`src/rtl/tif_pkg.sv`:
```
package tif_pkg;
    localparam int REG_W = 8;
    localparam int NSRC  = 5;
    localparam int NCMP  = 3;

    localparam int SRC_OVF = 0;
    localparam int SRC_CMP = 1;
    localparam int SRC_CAP = 4;

    localparam int BIT_CAP = 5;

    typedef enum logic {
        SEL_FLAG = 1'b0,
        SEL_MASK = 1'b1
    } reg_sel_e;

    typedef enum logic {
        CD_IDLE  = 1'b0,
        CD_ARMED = 1'b1
    } cd_state_e;

    function automatic logic [REG_W-1:0] src_to_reg(input logic [NSRC-1:0] s);
        logic [REG_W-1:0] r;
        r = '0;
        r[NSRC-2:0] = s[NSRC-2:0];
        r[BIT_CAP]  = s[SRC_CAP];
        return r;
    endfunction

    function automatic logic [NSRC-1:0] reg_to_src(input logic [REG_W-1:0] r);
        logic [NSRC-1:0] s;
        s[NSRC-2:0] = r[NSRC-2:0];
        s[SRC_CAP]  = r[BIT_CAP];
        return s;
    endfunction
endpackage

```
`src/rtl/tif_cmp_delay.sv`:
```
module tif_cmp_delay
    import tif_pkg::*;
(
    input  logic clk,
    input  logic rst_n,
    input  logic tick,
    input  logic match,
    output logic set_o
);
    cd_state_e state_q, state_d;

    always_comb begin
        state_d = state_q;
        unique case (state_q)
            CD_IDLE:  if (tick && match) state_d = CD_ARMED;
            CD_ARMED: if (tick)          state_d = match ? CD_ARMED : CD_IDLE;
            default:                     state_d = CD_IDLE;
        endcase
    end

    always_ff @(posedge clk) begin
        if (!rst_n) state_q <= CD_IDLE;
        else        state_q <= state_d;
    end

    always_comb begin
        set_o = (state_q == CD_ARMED) && tick;
    end
endmodule

```
`src/rtl/tif_flag_bit.sv`:
```
module tif_flag_bit (
    input  logic clk,
    input  logic rst_n,
    input  logic set_i,
    input  logic clr_i,
    output logic flag_o
);
    always_ff @(posedge clk) begin
        if (!rst_n)     flag_o <= 1'b0;
        else if (set_i) flag_o <= 1'b1;
        else if (clr_i) flag_o <= 1'b0;
    end
endmodule

```
`src/rtl/tif_mask_reg.sv`:
```
module tif_mask_reg #(
    parameter int W = 5
) (
    input  logic         clk,
    input  logic         rst_n,
    input  logic         we,
    input  logic [W-1:0] wdata,
    output logic [W-1:0] q
);
    always_ff @(posedge clk) begin
        if (!rst_n)  q <= '0;
        else if (we) q <= wdata;
    end
endmodule

```
`src/rtl/tmr_irq_flags.sv`:
```
module tmr_irq_flags
    import tif_pkg::*;
(
    input  logic             clk,
    input  logic             rst_n,
    input  logic             tick,
    input  logic             cap_evt,
    input  logic             at_top,
    input  logic             cap_is_top,
    input  logic [NCMP-1:0]  cmp_match,
    input  logic [NCMP-1:0]  force_cmp,
    input  logic             ovf_evt,
    input  logic             gie,
    input  logic             bus_wr,
    input  logic             bus_addr,
    input  logic [REG_W-1:0] bus_wdata,
    output logic [REG_W-1:0] bus_rdata,
    input  logic [NSRC-1:0]  ack,
    output logic [NSRC-1:0]  irq
);
    logic [NCMP-1:0] cmp_set;
    logic [NSRC-1:0] set_vec;
    logic [NSRC-1:0] clr_vec;
    logic [NSRC-1:0] flag_q;
    logic [NSRC-1:0] mask_q;
    logic            wr_flag;
    logic            wr_mask;
    logic            cap_set;

    assign wr_flag = bus_wr && (bus_addr == SEL_FLAG);
    assign wr_mask = bus_wr && (bus_addr == SEL_MASK);

    genvar c;
    generate
        for (c = 0; c < NCMP; c++) begin : g_cmp
            tif_cmp_delay u_dly (
                .clk   (clk),
                .rst_n (rst_n),
                .tick  (tick),
                .match (cmp_match[c]),
                .set_o (cmp_set[c])
            );
        end
    endgenerate

    always_comb begin
        cap_set = cap_is_top ? at_top : cap_evt;
        set_vec = '0;
        set_vec[SRC_OVF]              = ovf_evt;
        set_vec[SRC_CMP +: NCMP]      = cmp_set;
        set_vec[SRC_CAP]              = cap_set;
        clr_vec = ack | ({NSRC{wr_flag}} & reg_to_src(bus_wdata));
    end

    genvar s;
    generate
        for (s = 0; s < NSRC; s++) begin : g_flag
            tif_flag_bit u_bit (
                .clk    (clk),
                .rst_n  (rst_n),
                .set_i  (set_vec[s]),
                .clr_i  (clr_vec[s]),
                .flag_o (flag_q[s])
            );
        end
    endgenerate

    tif_mask_reg #(.W(NSRC)) u_mask (
        .clk   (clk),
        .rst_n (rst_n),
        .we    (wr_mask),
        .wdata (reg_to_src(bus_wdata)),
        .q     (mask_q)
    );

    always_comb begin
        unique case (reg_sel_e'(bus_addr))
            SEL_FLAG: bus_rdata = src_to_reg(flag_q);
            SEL_MASK: bus_rdata = src_to_reg(mask_q);
            default:  bus_rdata = '0;
        endcase
    end

    assign irq = flag_q & mask_q & {NSRC{gie}};
endmodule

```
`config.mk`:
```
export PLATFORM = sky130hd
export DESIGN_NAME = tmr_irq_flags
export DESIGN_NICKNAME = d
export VERILOG_FILES = /design/src/rtl/tif_pkg.sv /design/src/rtl/tif_cmp_delay.sv /design/src/rtl/tif_flag_bit.sv /design/src/rtl/tif_mask_reg.sv /design/src/rtl/tmr_irq_flags.sv
export SDC_FILE = /design/constraint.sdc
export NUM_CORES = 1
export LEC_CHECK = 0
export CAP_MARGIN = 5
export CORE_MARGIN = 8
export CORE_UTILIZATION = 36
export CTS_CLUSTER_DIAMETER = 100
export DETAILED_ROUTE_END_ITERATION = 8
export GPL_ROUTABILITY_DRIVEN = 0
export HOLD_SLACK_MARGIN = 0.12
export PLACE_DENSITY = 0.78
export SLEW_MARGIN = 20
export SYNTH_ARGS = -nofsm -noshare
export SYNTH_HDL_FRONTEND = slang
export SYNTH_SLANG_ARGS = --single-unit
```
`constraint.sdc`:
```
create_clock -name clk -period 1 [get_ports clk]
set_clock_uncertainty 0.15 [all_clocks]
set_input_delay 0.2 -clock clk [delete_from_list [all_inputs] [get_ports clk]]
set_output_delay 0.2 -clock clk [all_outputs]
set_load 0.02 [all_outputs]
```
======== Word level (Yosys, flattened, before mapping) ========
Index checks and enable logic that the tools add are counted.
storage, ports and cells
  word-level logic and storage cells ...... 54
  flip-flop bits (word level) ............. 13
operators by class
  multiplexer cells ....................... 24
  reductions and logical operators ........ 13
  bitwise gates (word level) .............. 8
operators with widths
  operator           count
  $mux 1             20
  $pmux 8 s2         1
  $and 5x5->5        3
  $reduce_bool 2->1  5
  $logic_and 1x1->1  8
  $pmux 1 s2         3
  $or 5x5->5         1
  $not 1->1          4

======== Longest topological paths before layout ========
  depth in word-level cells ............... 6
  mapped depth ............................ 3
  gate-level depth less buffers ........... 2

======== Modules after synthesis ========
A second synthesis with hierarchy kept.
unflattened totals
  cell total of the unflattened synthesis .. 66
  area, all modules ....................... 744.5 um2
by module, submodules not included
  module         cells an instance  area an instance (um2)  times used  sequential area each (um2)
  tmr_irq_flags  23                 214.0                   1           0.0
  tif_flag_bit   3                  41.3                    5           20.0
  tif_mask_reg   16                 192.7                   1           100.1
  tif_cmp_delay  4                  43.8                    3           20.0

======== Worst setup path after synthesis ========
No wires, ideal clock.
  path type ............................... input to output
  from .................................... in bus_addr
  to ...................................... out bus_rdata[0]
  setup slack ............................. -90 ps
  cell stages on the path ................. 2
  data arrival time ....................... 740 ps
  buffers on the path ..................... 1
  cells stage by stage .................... buf_4 mux2_1
between the ends
  cells in the longest elaborated chain, start to end .. 2
ends and longest elaborated chain
  what             line                 source
  start, declared  tmr_irq_flags.sv:15  input logic bus_addr,
  $not 1->1        tmr_irq_flags.sv:77  unique case (reg_sel_e'(bus_addr))
  $pmux 8 s2 (*)   tmr_irq_flags.sv:77
  end, declared    tmr_irq_flags.sv:17  output logic [REG_W-1:0] bus_rdata,
Mark *: on every way between the ends. The rest lies on a longest branch, timed or not. The select of a mux whose other input is x is not followed.

======== Final worst setup path ========
  from .................................... reg g_flag[3].u_bit.flag_o
  to ...................................... out bus_rdata[3]
between the ends
  cells in the longest elaborated chain, start to end .. 1
ends and longest elaborated chain
  what                    line                 source
  start, declared         tif_flag_bit.sv:6    output logic flag_o
  start signal, assigned  tif_flag_bit.sv:9    if (!rst_n) flag_o <= 1'b0;
  start signal, assigned  tif_flag_bit.sv:10   else if (set_i) flag_o <= 1'b1;
  start signal, assigned  tif_flag_bit.sv:11   else if (clr_i) flag_o <= 1'b0;
  $pmux 8 s2              tmr_irq_flags.sv:77
No other way between the ends. The select of a mux whose other input is x is not followed.

==> impl_metrics.json <==
{
  "critPathLaunchType": "register",
  "multi_input_area_um2": 435,
  "outcome": "finished with violations",
  "htreeDepth": 1,
  "syn2layout_area_growth_pct": 71.1,
  "post-route-min-period_ns": 1.36,
  "numCtsBuffers": 3,
  "synth_area_um2": 697,
  "die_h_um": 60,
  "synth_top_area_share_pct": 37.3,
  "synth-seq-cells": 13,
  "place.port_buffers": 32,
  "fp-row-count": 16,
  "p_per_area_nw_per_um2": 1010,
  "synthArstFlopShare_pct": 0,
  "dpl_worst_slack_ns": -1.04,
  "io_pins": 42,
  "path_cells": "mux2_4, buf_6",
  "synth-simple-area-share_pct": 21.9,
  "core_area_um2": 1900,
  "synth_area_leader_cell": "dfxtp_1",
  "rr_startpoint": "g_flag[0].u_bit.flag_o",
  "grt_pass1_wl_mm": 3.25,
  "synth_xor_area_share_pct": 0,
  "synth_compound_area_share_pct": 18.1,
  "worstSetupEndpointType": "output pin",
  "cpMaxStageDelayCell": "dfxtp_2",
  "routedWlPerCell_um": 14.3,
  "crit_path_start": "g_flag[3].u_bit.flag_o",
  "clk_latency_ns": 0.28,
  "die_w_um": 60,
  "seq_area_um2": 273,
  "antenna_cells": 0,
  "max_stage_delay_ns": 0.33,
  "path_clk_slew_ns": 0.08,
  "synth_mux_area_share_pct": 13.8,
  "slew_violations": 0,
  "die-area_um2": 3600,
  "cp.arrival_ns": 1.01,
  "synth_warnings": 0,
  "grt_pass1_vias": 712,
  "critPathBufInv": 1,
  "grt_overflow_total": 0,
  "wirelength_mm": 2.03,
  "synth_edf_count": 0,
  "p_leak_nw": 0.553,
  "ir_drop_mv": 0.943,
  "synth_area_leaders": "dfxtp_1, mux2_1, a21bo_1, mux2i_1, nand3_1",
  "cp_data_required_time_ns": 0.65,
  "drcViolationCount": 0,
  "final_antenna_net_count": 0,
  "antenna_found_initial": 0,
  "reg2reg_to": "g_flag[0].u_bit.flag_o",
  "timing.final.hold_violations": 0,
  "drive_above_1_share_pct": 41.7,
  "timing.fmax_ghz": 0.734,
  "synth_fa_ha_area_share_pct": 0,
  "worstSetupEndpoint": "bus_rdata[3]",
  "dp.final_hpwl_mm": 1.55,
  "synthTopCellsByCount": "dfxtp_1, nand3_1",
  "fin_nets": 145,
  "worstHoldPathType": "in -> reg",
  "synth_flop_cell": "dfxtp_1",
  "dr.pass1.iters": 3,
  "yosysMostFrequentCell": "dfxtp_1",
  "viasPerCell": 4.87,
  "violations": "setup timing",
  "reg2reg_slack_ns": 0.08,
  "clock-sinks": 13,
  "clock_path_buffers": 2,
  "tns_ns": -3.06,
  "drt_iter0_markers": 16,
  "grt_max_degree": 11,
  "nFillCells": 177,
  "netlist_instances": 74,
  "cts_tree": "yes",
  "initial_utilization_pct": 36.6,
  "synth_top_family_by_area": "simple AND/OR/NAND/NOR gates",
  "cts-root-buf": "clkbuf_4",
  "finalSetupViolCount": 10,
  "ys_seq_area_share_pct": 37.3,
  "layout_setup_ws_ns": -0.363,
  "postCtsHoldBufs": 0,
  "crit_type": "reg -> out",
  "reg2reg_depth": 3,
  "cap_violations": 0,
  "cp_max_fo": 3,
  "grt_usage_pct": 12.1,
  "path_delay_family": "flip-flops",
  "rsz0062_at_grt": "true",
  "vias": 691,
  "ys_types": 21,
  "cp.depth": 2,
  "avgSynthCellArea_um2": 9.42,
  "finalCritPeriodShare_pct": 136
}
## worst register-to-register path: stages, from the launching register on
cell and delay (ns):
dfxtp_2 0.35, buf_4 0.10, nand2b_1 0.06, a211oi_2 0.19
## kinds of logic (layout without fill, tap and decap cells)
logic type	after synthesis	count (layout)
DFF	13	13
buffers and inverters	10	49
and+or+nand+nor	26	26
AOI/OAI and AO/OA	15	15
muxes	9	9
other	1	3
## through the flow
step	hold WS, ns	util, %	total power [mW]	area (µm²)	cells
final	0.110	62.7	1.20	1190	142
after global routing	0.118	62.7	1.27	1190	142
after CTS	0.265	61.5	1.21	1170	142
after detailed placement	0.330	57.2	0.858	1090	135
after global placement	0.316	57.2	0.850	1090	135
after floorplan	0.146	-	0.712	727	76
## placed cells by master (no fill, tap or decap), types with 2 or more instances in the layout
cell type / n
clkdlybuf4s50_1: 16
buf_6: 13
dfxtp_2: 10
nand3_1: 8
buf_4: 7
mux2_4: 5
a21bo_1: 5
a21oi_1: 5
mux2i_1: 4
and3b_1: 4
dlygate4sd2_1: 4
and3_1: 3
nor2_1: 3
nand2_1: 3
o31ai_2: 3
dfxtp_1: 3
conb_1: 3
clkbuf_4: 3
and3_4: 2
buf_2: 2
## power breakdown
| part | switching [mW] | internal (mW) |
|---|---|---|
| Combinational | 0.124 | 0.182 |
| Clock | 0.176 | 0.155 |
| Sequential | 0.0175 | 0.548 |
| Total | 0.317 | 0.885 |
## worst min-delay path by stage
stage | slack, ns | depth (start not counted) | startpoint | end
2_1_floorplan | 0.15 | 1 | ack[1] | g_flag[1].u_bit.flag_o
3_3_place_gp | 0.32 | 2 | g_flag[1].u_bit.flag_o | g_flag[1].u_bit.flag_o
3_5_place_dp | 0.33 | 2 | g_flag[3].u_bit.flag_o | g_flag[3].u_bit.flag_o
4_1_cts | 0.26 | 3 | rst_n | register
5_1_grt | 0.12 | 3 | ovf_evt | g_flag[0].u_bit.flag_o
6_report | 0.11 | 3 | ovf_evt | g_flag[0].u_bit.flag_o
## per-layer routing
| metal | routed length, µm | track usage (%) |
|---|---|---|
| met4 | 35 | 6.12 |
| met2 | 1020 | 20.5 |
| met3 | 116 | 4.09 |
| met1 | 858 | 13.1 |
| met5 | 0 | 0 |
## repair_timing
item                                   in CTS  in global routing
cloned                                      1                  0
setup buffers                               2                  0
setup endpoints to repair                  23                 14
pin swaps                                   0                  5
resized for setup                          80                  7
endpoints found under the hold margin       0                  1
## final cells by class
class | instances | share of cell area, %
inverter | 2 | 0.630
multi-input combinational | 53 | 36.5
tap | 27 | 2.83
clock buffer | 4 | 2.20
sequential | 13 | 22.9
timing repair buffer | 43 | 34.9
Note: power is estimated with default switching activity, not from simulation.
